<file path="src/rtl/stuff_pkg.sv">
package stuff_pkg;

   typedef enum logic [1:0] {
      CMD_IDLE = 2'b00,
      CMD_POS  = 2'b01,
      CMD_NEG  = 2'b10
   } stuff_cmd_e;

   // Conflicting or absent requests resolve to no action.
   function automatic stuff_cmd_e resolve_cmd(input logic pos, input logic neg);
      case ({neg, pos})
         2'b01:   return CMD_POS;
         2'b10:   return CMD_NEG;
         default: return CMD_IDLE;
      endcase
   endfunction

endpackage

</file>
<file path="src/rtl/stuff_cmd_latch.sv">
module stuff_cmd_latch
   import stuff_pkg::*;
(
   input  logic clk,
   input  logic rst,
   input  logic strobe,
   input  logic pos_req,
   input  logic neg_req,
   output logic pos_en,
   output logic neg_en,
   output logic pos_en_n,
   output logic neg_en_n
);

   stuff_cmd_e cmd_q;

   always_ff @(posedge clk) begin
      if (rst)
         cmd_q <= CMD_IDLE;
      else if (strobe)
         cmd_q <= resolve_cmd(pos_req, neg_req);
   end

   assign pos_en   = (cmd_q == CMD_POS);
   assign neg_en   = (cmd_q == CMD_NEG);
   assign pos_en_n = ~pos_en;
   assign neg_en_n = ~neg_en;

endmodule

</file>
<file path="src/rtl/stuff_match_oneshot.sv">
module stuff_match_oneshot #(
   parameter int ADDR_W = 4
) (
   input  logic              clk,
   input  logic              rst,
   input  logic              win,
   input  logic              neg_en,
   input  logic [ADDR_W-1:0] chan_addr,
   input  logic [ADDR_W-1:0] ovh_addr,
   output logic              inhibit
);

   logic guard_q;
   logic addr_hit;

   // The comparator only counts inside the window.
   assign addr_hit = win && (chan_addr == ovh_addr);
   assign inhibit  = addr_hit && neg_en && !guard_q;

   always_ff @(posedge clk) begin
      if (rst || !win)
         guard_q <= 1'b0;
      else if (inhibit)
         guard_q <= 1'b1;
   end

endmodule

</file>
<file path="src/rtl/stuff_clk_decoder.sv">
module stuff_clk_decoder #(
   parameter int ADDR_W = 4,
   localparam int NUM_CH = 1 << ADDR_W
) (
   input  logic [ADDR_W-1:0] chan_addr,
   input  logic              inhibit,
   output logic [NUM_CH-1:0] gclk_en
);

   for (genvar i = 0; i < NUM_CH; i++) begin : g_ch
      assign gclk_en[i] = (chan_addr == ADDR_W'(i)) && !inhibit;
   end

endmodule

</file>
<file path="src/rtl/stuff_clk_ctl.sv">
module stuff_clk_ctl #(
   parameter int ADDR_W = 4,
   localparam int NUM_CH = 1 << ADDR_W
) (
   input  logic              clk,
   input  logic              rst,
   input  logic              pos_req,
   input  logic              neg_req,
   input  logic              frame_strobe,
   input  logic              word29_win,
   input  logic [ADDR_W-1:0] chan_addr,
   input  logic [ADDR_W-1:0] ovh_addr,
   output logic              pos_en,
   output logic              neg_en,
   output logic              pos_en_n,
   output logic              neg_en_n,
   output logic [NUM_CH-1:0] gclk_en
);

   if (ADDR_W < 1 || ADDR_W > 6) begin : g_bad_width
      $error("stuff_clk_ctl: ADDR_W must lie in 1..6");
   end

   logic inhibit;

   stuff_cmd_latch u_latch (
      .clk      (clk),
      .rst      (rst),
      .strobe   (frame_strobe),
      .pos_req  (pos_req),
      .neg_req  (neg_req),
      .pos_en   (pos_en),
      .neg_en   (neg_en),
      .pos_en_n (pos_en_n),
      .neg_en_n (neg_en_n)
   );

   stuff_match_oneshot #(.ADDR_W(ADDR_W)) u_oneshot (
      .clk       (clk),
      .rst       (rst),
      .win       (word29_win),
      .neg_en    (neg_en),
      .chan_addr (chan_addr),
      .ovh_addr  (ovh_addr),
      .inhibit   (inhibit)
   );

   stuff_clk_decoder #(.ADDR_W(ADDR_W)) u_dec (
      .chan_addr (chan_addr),
      .inhibit   (inhibit),
      .gclk_en   (gclk_en)
   );

endmodule

</file>
<file path="config.mk">
export PLATFORM = sky130hd
export DESIGN_NAME = stuff_clk_ctl
export DESIGN_NICKNAME = d
export VERILOG_FILES = /design/src/rtl/stuff_pkg.sv /design/src/rtl/stuff_cmd_latch.sv /design/src/rtl/stuff_match_oneshot.sv /design/src/rtl/stuff_clk_decoder.sv /design/src/rtl/stuff_clk_ctl.sv
export SDC_FILE = /design/constraint.sdc
export NUM_CORES = 1
export LEC_CHECK = 0
export ABC_AREA = 0
export BUFFER_PORTS_ARGS = -buffer_cell sky130_fd_sc_hd__buf_4
export CAP_MARGIN = 30
export CORE_AREA = 2 2 39 41
export DETAILED_ROUTE_END_ITERATION = 8
export DIE_AREA = 0 0 41 43
export GPL_TIMING_DRIVEN = 0
export PLACE_DENSITY = 0.75
export SLEW_MARGIN = 20
export SYNTH_ARGS = -nofsm -noshare
export SYNTH_HDL_FRONTEND = slang
export SYNTH_SLANG_ARGS = --single-unit
</file>
<file path="constraint.sdc">
create_clock -name clk -period 0.9 [get_ports clk]
set_input_delay 0.045 -clock clk [delete_from_list [all_inputs] [get_ports clk]]
set_output_delay 0.045 -clock clk [all_outputs]
set_load 0.05 [all_outputs]
</file>
==> flow_metrics.py, run 1 <==
metrics = {
    "outcome": {
        "status": "finished, violations left",
        "violations": "negative setup slack",
    },
    "min_path": {
        "hp-class": "input pin to flip-flop",
    },
    "cts": {
        "clk_pin_slew_worst_paths_ps": 40,
        "cts_tree": "yes",
        "cts_root_buf": "clkbuf_4",
        "numCtsBuffers": 3,
        "clock-sinks": 3,
        "clk_latency_ps": 230,
        "cts_max_path_buffers": 2,
        "ctsHtreeMaxLevel": 1,
    },
    "critical_path": {
        "cp-start-kind": "flip-flop",
        "crit_type": "flip-flop to output pin",
        "cp.arrival_ps": 1450,
        "required_ps": 850,
        "crit_fanout": 6,
        "cp-end-kind": "output pin",
    },
    "detailed_routing": {
        "first_pass_iters": 4,
        "drtAntennaViolNets": 0,
        "wl_per_cell_um": 13.86,
        "drt-total-wl_um": 1538,
        "drc": 0,
        "vias": 539,
        "drt-initial-drc-count": 7,
        "vias_per_cell": 4.856,
    },
    "cells_and_area": {
        "areaGrowthSynthToFinish_pct": 176.0,
        "nFillCells": 99,
        "multi_input_area_sq_um": 498.0,
        "stdcell_count": 111,
        "ff_latch_area_sq_um": 65.06,
        "antennaDiodeCount": 0,
        "nets": 110,
        "final_area_sq_um": 1050,
        "layout-drive-gt1-share": 0.7579,
    },
    "floorplan": {
        "num_rows": 14,
        "core_sq_um": 1384,
        "dieArea_sq_um": 1763,
        "die_x_um": 41,
        "initial_core_util": 0.2749,
        "ios": 34,
        "die_h_um": 43,
    },
    "sta": {
        "rsz0062_at_grt": "yes",
        "tightest_slew_ps": 580.5,
        "setup_ws_ps": -598.4,
        "fin_worst_skew_ps": 1.108,
        "slew_violations": 0,
        "fmax_mhz": 667.4,
        "fin_crit_sh": 1.665,
        "hold_viol": 0,
        "period_needed_ps": 1498,
        "slew_headroom": 0.6130,
        "finalSetupViolations": 21,
    },
    "synthesis": {
        "synth_cell_types": 20,
        "synthCells": 51,
        "ys_warn_count": 0,
        "syn_nets": 65,
        "synth-seq-cells": 3,
        "syn_area_sq_um": 380.4,
        "ys_seq_area_frac": 0.1579,
        "avgSynthCellArea_sq_um": 7.458,
    },
    "global_routing": {
        "antenna_found_initial": 0,
        "grt_pass1_wl_um": 2470,
        "grt_util_all_layers": 0.2016,
        "grt_pass1_vias": 550,
        "grt_max_degree": 9,
        "grt_overflow_total": 0,
    },
    "placed_design": {
        "dp_hpwl_um": 979.8,
        "dp.cells": 98,
        "io_buffers": 31,
        "gp_congestion": 0.6526,
        "postPlaceCellArea_sq_um": 763.2,
    },
    "power": {
        "vdd_ir_drop_max_v": 0.0007475,
        "leakagePower_nw": 0.4303,
        "power_density_nw_per_um2": 731.2,
    },
    "run": {
        "maxCapViolations": 0,
    },
}
## sequential cells by signal, summed over array words and instances, names as in the netlist
| name | flops |
|---|---|
| u_oneshot.guard_q | 1 |
| u_latch.cmd_q | 2 |
## final timing paths
kind         cells after the start               from                end  slack (ps)
min reg2reg                      1  u_oneshot.guard_q  u_oneshot.guard_q         500
max reg2reg                      5   u_latch.cmd_q[1]  u_oneshot.guard_q        -190
max                              5  u_oneshot.guard_q        gclk_en[10]        -600
min                              2         word29_win  u_oneshot.guard_q          70
## what timing repair did
action | CTS | global route
endpoints found under the hold margin | 2 | 0
hold buffers | 1 | 0
endpoints found under the setup margin | 21 | 21
gates resized for setup | 38 | 1
pin swaps | 10 | 1
gates cloned | 0 | 0
buffers inserted | 7 | 1
## layout by cell type, fill, tap and decap left out, drive strengths merged, types with 2 or more instances in the layout
cell type,n
nand3b,2
nor4,4
nor3,15
xnor2,2
a21oi,2
nand2b,8
clkbuf,4
inv,4
buf,41
dfxtp,3
nand2,2
## kinds of logic (layout without fill, tap and decap cells)
logic type             count (synthesis)  after routing  share of synthesized area
AND/OR/NAND/NOR                       36             36                     0.6316
buffers and inverters                  6             50                    0.06907
AO/OA/AOI/OAI                          3              3                    0.05263
XOR/XNOR                               3              3                    0.08884
flip-flops                             3              3                     0.1579
## per-stage QoR
step	hold WS [ps]	worst slack, ps	power [mW]	TNS (ps)	utilization
2_1_floorplan	114.1	-681.2	0.3581	-10990	-
3_3_place_gp	226.9	-542.4	0.4586	-8431	0.5515
3_5_place_dp	228.2	-569.9	0.4624	-8818	0.5515
4_1_cts	74.50	-572.5	0.7707	-9602	0.7514
5_1_grt	76.55	-655.9	0.8057	-11200	0.7586
6_report	74.34	-598.4	0.7676	-10060	0.7586
## worst max-delay path: stages (launching register included)
cell      delay, ps
dfxtp_1         300
nand4b_4        220
nor3_4          300
buf_12          170
nor3_2           50
buf_6           170
## synth_stat cells, drive strengths merged
cell,number,area (sq um)
nor3,15,97.59
nand2b,8,50.05
inv,4,15.01
nor4,4,25.02
dfxtp,3,60.06
a21oi,2,10.01
buf,2,11.26
nand2,2,7.510
nand3b,2,15.01
xnor2,2,25.03
nand3,1,10.01
nand4b,1,15.01
nor2b,1,6.260
o211a,1,10.01
or2,1,6.260
or2b,1,7.510
xor2,1,8.760
## per-layer routing
layer	GRT usage	vias up	part of all wire	wire length, um
met5	0	-	0	0
met4	0.05333	0	0	0
met3	0.04188	0	0.032	49
met2	0.3344	12	0.58	898
met1	0.2508	257	0.38	591
li1	-	270	-	-
## area by class of cell
cell class / count / share of cell area
flip-flops and latches: 3 / 0.06198
plain buffers: 2 / 0.01073
inverters: 4 / 0.01430
repair buffers: 40 / 0.3945
clock buffers: 4 / 0.02503
well taps: 16 / 0.01907
multi-input cells: 42 / 0.4744
## power by group
part	internal (mW)	leakage, nW	switching, mW
combinational	0.159	0.390	0.238
clock	0.166	0.0150	0.0655
sequential	0.136	0.0255	0.00333
total	0.461	0.430	0.307
(Power assumes the default switching activity.)
==> run 2, diff against run 1 <==
--- a/config.mk
+++ b/config.mk
@@ -5,14 +5,14 @@
 export SDC_FILE = /design/constraint.sdc
 export NUM_CORES = 1
 export LEC_CHECK = 0
-export ABC_AREA = 0
+export ABC_AREA = 1
 export BUFFER_PORTS_ARGS = -buffer_cell sky130_fd_sc_hd__buf_4
 export CAP_MARGIN = 30
-export CORE_AREA = 2 2 39 41
+export CORE_AREA = 4 4 41 43
 export DETAILED_ROUTE_END_ITERATION = 8
-export DIE_AREA = 0 0 41 43
+export DIE_AREA = 0 0 45 47
 export GPL_TIMING_DRIVEN = 0
-export PLACE_DENSITY = 0.75
+export PLACE_DENSITY = 0.72
 export SLEW_MARGIN = 20
 export SYNTH_ARGS = -nofsm -noshare
 export SYNTH_HDL_FRONTEND = slang
==> flow_metrics.py, run 2 <==
metrics = {
    "outcome": {
        "status": "finished, violations left",
        "violations": "negative setup slack",
    },
    "cts": {
        "cts_root_buf": "clkbuf_4",
        "clock-sinks": 3,
        "clk_latency_ps": 230,
        "clk_pin_slew_worst_paths_ps": 40,
        "cts_tree": "yes",
        "ctsHtreeMaxLevel": 1,
        "cts_hold_buf": 0,
        "cts_max_path_buffers": 2,
        "numCtsBuffers": 3,
    },
    "synthesis": {
        "synth_common_cells": "25 x nand2_1, 23 x nor2_1, 14 x inv_1",
        "synth_top_area_share": 0.2788,
        "synth_cell_types": 9,
        "syn_area_sq_um": 336.6,
        "yosysMostFrequentCell": "nand2_1",
        "synth_edf_count": 0,
        "ys.flop_type": "dfxtp_1",
        "avgSynthCellArea_sq_um": 4.675,
        "ys_warn_count": 0,
        "synth-seq-cells": 3,
        "synth_async_sr_flop_share": 0,
        "ys_seq_area_frac": 0.1784,
        "yosysTopAreaCell": "nand2_1",
        "synthCells": 72,
        "syn_nets": 86,
        "synth_area_leaders": "nand2_1 28%, nor2_1 26%, dfxtp_1 18%",
    },
    "global_routing": {
        "grt_util_all_layers": 0.1159,
        "antenna_found_initial": 0,
        "grt_overflow_total": 0,
        "grt_max_degree": 6,
        "grt_pass1_vias": 496,
        "grt_pass1_wl_um": 1876,
    },
    "detailed_routing": {
        "drt-total-wl_um": 1459,
        "drtAntennaViolNets": 0,
        "drc": 0,
        "drt-initial-drc-count": 5,
        "vias_per_cell": 4.421,
        "wl_per_cell_um": 11.58,
        "vias": 557,
        "first_pass_iters": 3,
    },
    "sta": {
        "period_needed_ps": 1426,
        "fmax_mhz": 701.1,
        "holdWs_ps": 11.94,
        "tightest_slew_ps": 387.9,
        "fin_crit_sh": 1.585,
        "setup_tns_ps": -8852,
        "slew_headroom": 0.7408,
        "setup_ws_ps": -526.3,
        "finalSetupViolations": 21,
        "hold_viol": 0,
        "fin_worst_skew_ps": 5.376,
        "slew_violations": 0,
        "rsz0062_at_grt": "yes",
    },
    "critical_path": {
        "crit_type": "flip-flop to output pin",
        "cp_cell_sequence": "inv_4 > nand2_8 > nor2_4 > nand3_4 > nand2_8 > nor2_4 > buf_6",
        "cp.arrival_ps": 1380,
        "cp-start-kind": "flip-flop",
        "cp-end-kind": "output pin",
        "required_ps": 850,
        "critPathSlowestCell": "dfxtp_2",
        "cpPeakStageDelay_ps": 330,
        "crit_fanout": 5,
    },
    "cells_and_area": {
        "antennaDiodeCount": 0,
        "ff_latch_area_sq_um": 65.06,
        "largest_reg_flops": 2,
        "final_cell_mix": "19 x nand2_1, 18 x nor2_4, 15 x buf_4, 15 x buf_6, 10 x inv_1",
        "layout-drive-gt1-share": 0.6306,
        "multi_input_area_sq_um": 446.7,
        "reg_top3": "u_latch.cmd_q x2, u_oneshot.guard_q x1",
        "stdcell_count": 126,
        "utilization": 0.7471,
        "nFillCells": 108,
        "final_common_cell": "nand2_1",
        "nets": 126,
        "top_register": "u_latch.cmd_q",
        "final_area_sq_um": 972.2,
        "areaGrowthSynthToFinish_pct": 188.8,
    },
    "floorplan": {
        "ios": 34,
        "die_h_um": 47,
        "die_x_um": 45,
        "core_sq_um": 1301,
        "initial_core_util": 0.2587,
        "dieArea_sq_um": 2115,
        "num_rows": 13,
    },
    "placed_design": {
        "pre_cts_ws_ps": -276.1,
        "io_buffers": 33,
        "dp_hpwl_um": 1040,
        "postPlaceCellArea_sq_um": 799.5,
        "dp.cells": 120,
        "gp_congestion": 0.6732,
    },
    "power": {
        "leakagePower_nw": 0.4483,
        "power_mw": 0.8319,
        "power_density_nw_per_um2": 855.7,
        "vdd_ir_drop_max_v": 0.0007518,
    },
    "min_path": {
        "hp-class": "input pin to flip-flop",
    },
    "run": {
        "maxCapViolations": 0,
    },
}
run 2: cell count changes after synthesis, sizes merged, moves of 4 or more:
cell	change
nor3	-15
nor2	+23
nand2	+23
nand2b	-8
inv	+11
nor4	-4
run 2: timing repair:
| action | in CTS | in global routing |
|---|---|---|
| endpoints found under the setup margin | 21 | 21 |
| pin swaps | 0 | 7 |
| setup buffers | 1 | 1 |
| gates resized for setup | 6 | 27 |
run 2: critical path: cells and delay by family, from the launching register on:
kind          cells  cell delay [ps]
simple gates      5              590
flops             1              330
buf+inv           2              230
run 2: cells by family after synthesis:
| logic type | after synthesis | synth area share |
|---|---|---|
| compound gates | 5 | 0.08922 |
| buf+inv | 15 | 0.1673 |
| simple gates | 49 | 0.5650 |
| flops | 3 | 0.1784 |
run 2: per-layer routing:
metal  track usage  vias to the layer above  routed length (um)
met5             0                        -                   0
li1              -                      290                   -
met2        0.1977                       20                 863
met3       0.01149                        2                  85
met1        0.1538                      245                 499
met4       0.03509                        0                  10
run 2: path summary, 6_finish.rpt:
kind | from | endpoint | slack (ps) | cells after the start
worst max-delay path | u_latch.cmd_q[0] | gclk_en[10] | -530 | 7
worst min-delay path | frame_strobe | u_latch.cmd_q[1] | 10 | 2
worst max register to register | u_latch.cmd_q[0] | u_oneshot.guard_q | -130 | 5
worst min register to register | u_oneshot.guard_q | u_oneshot.guard_q | 450 | 2
run 2: area by class of cell:
type | count | area share
clock buffer | 4 | 0.02703
inverter | 15 | 0.06049
multi-input combinational | 54 | 0.4595
sequential | 3 | 0.06692
tap | 15 | 0.01931
timing repair buffer | 35 | 0.3668
run 2: power breakdown:
part	leakage (nW)	switching (mW)	internal, mW	total (mW)
Sequential	0.0256	0.00964	0.139	0.149
Clock	0.0150	0.0725	0.166	0.239
Combinational	0.408	0.277	0.167	0.444
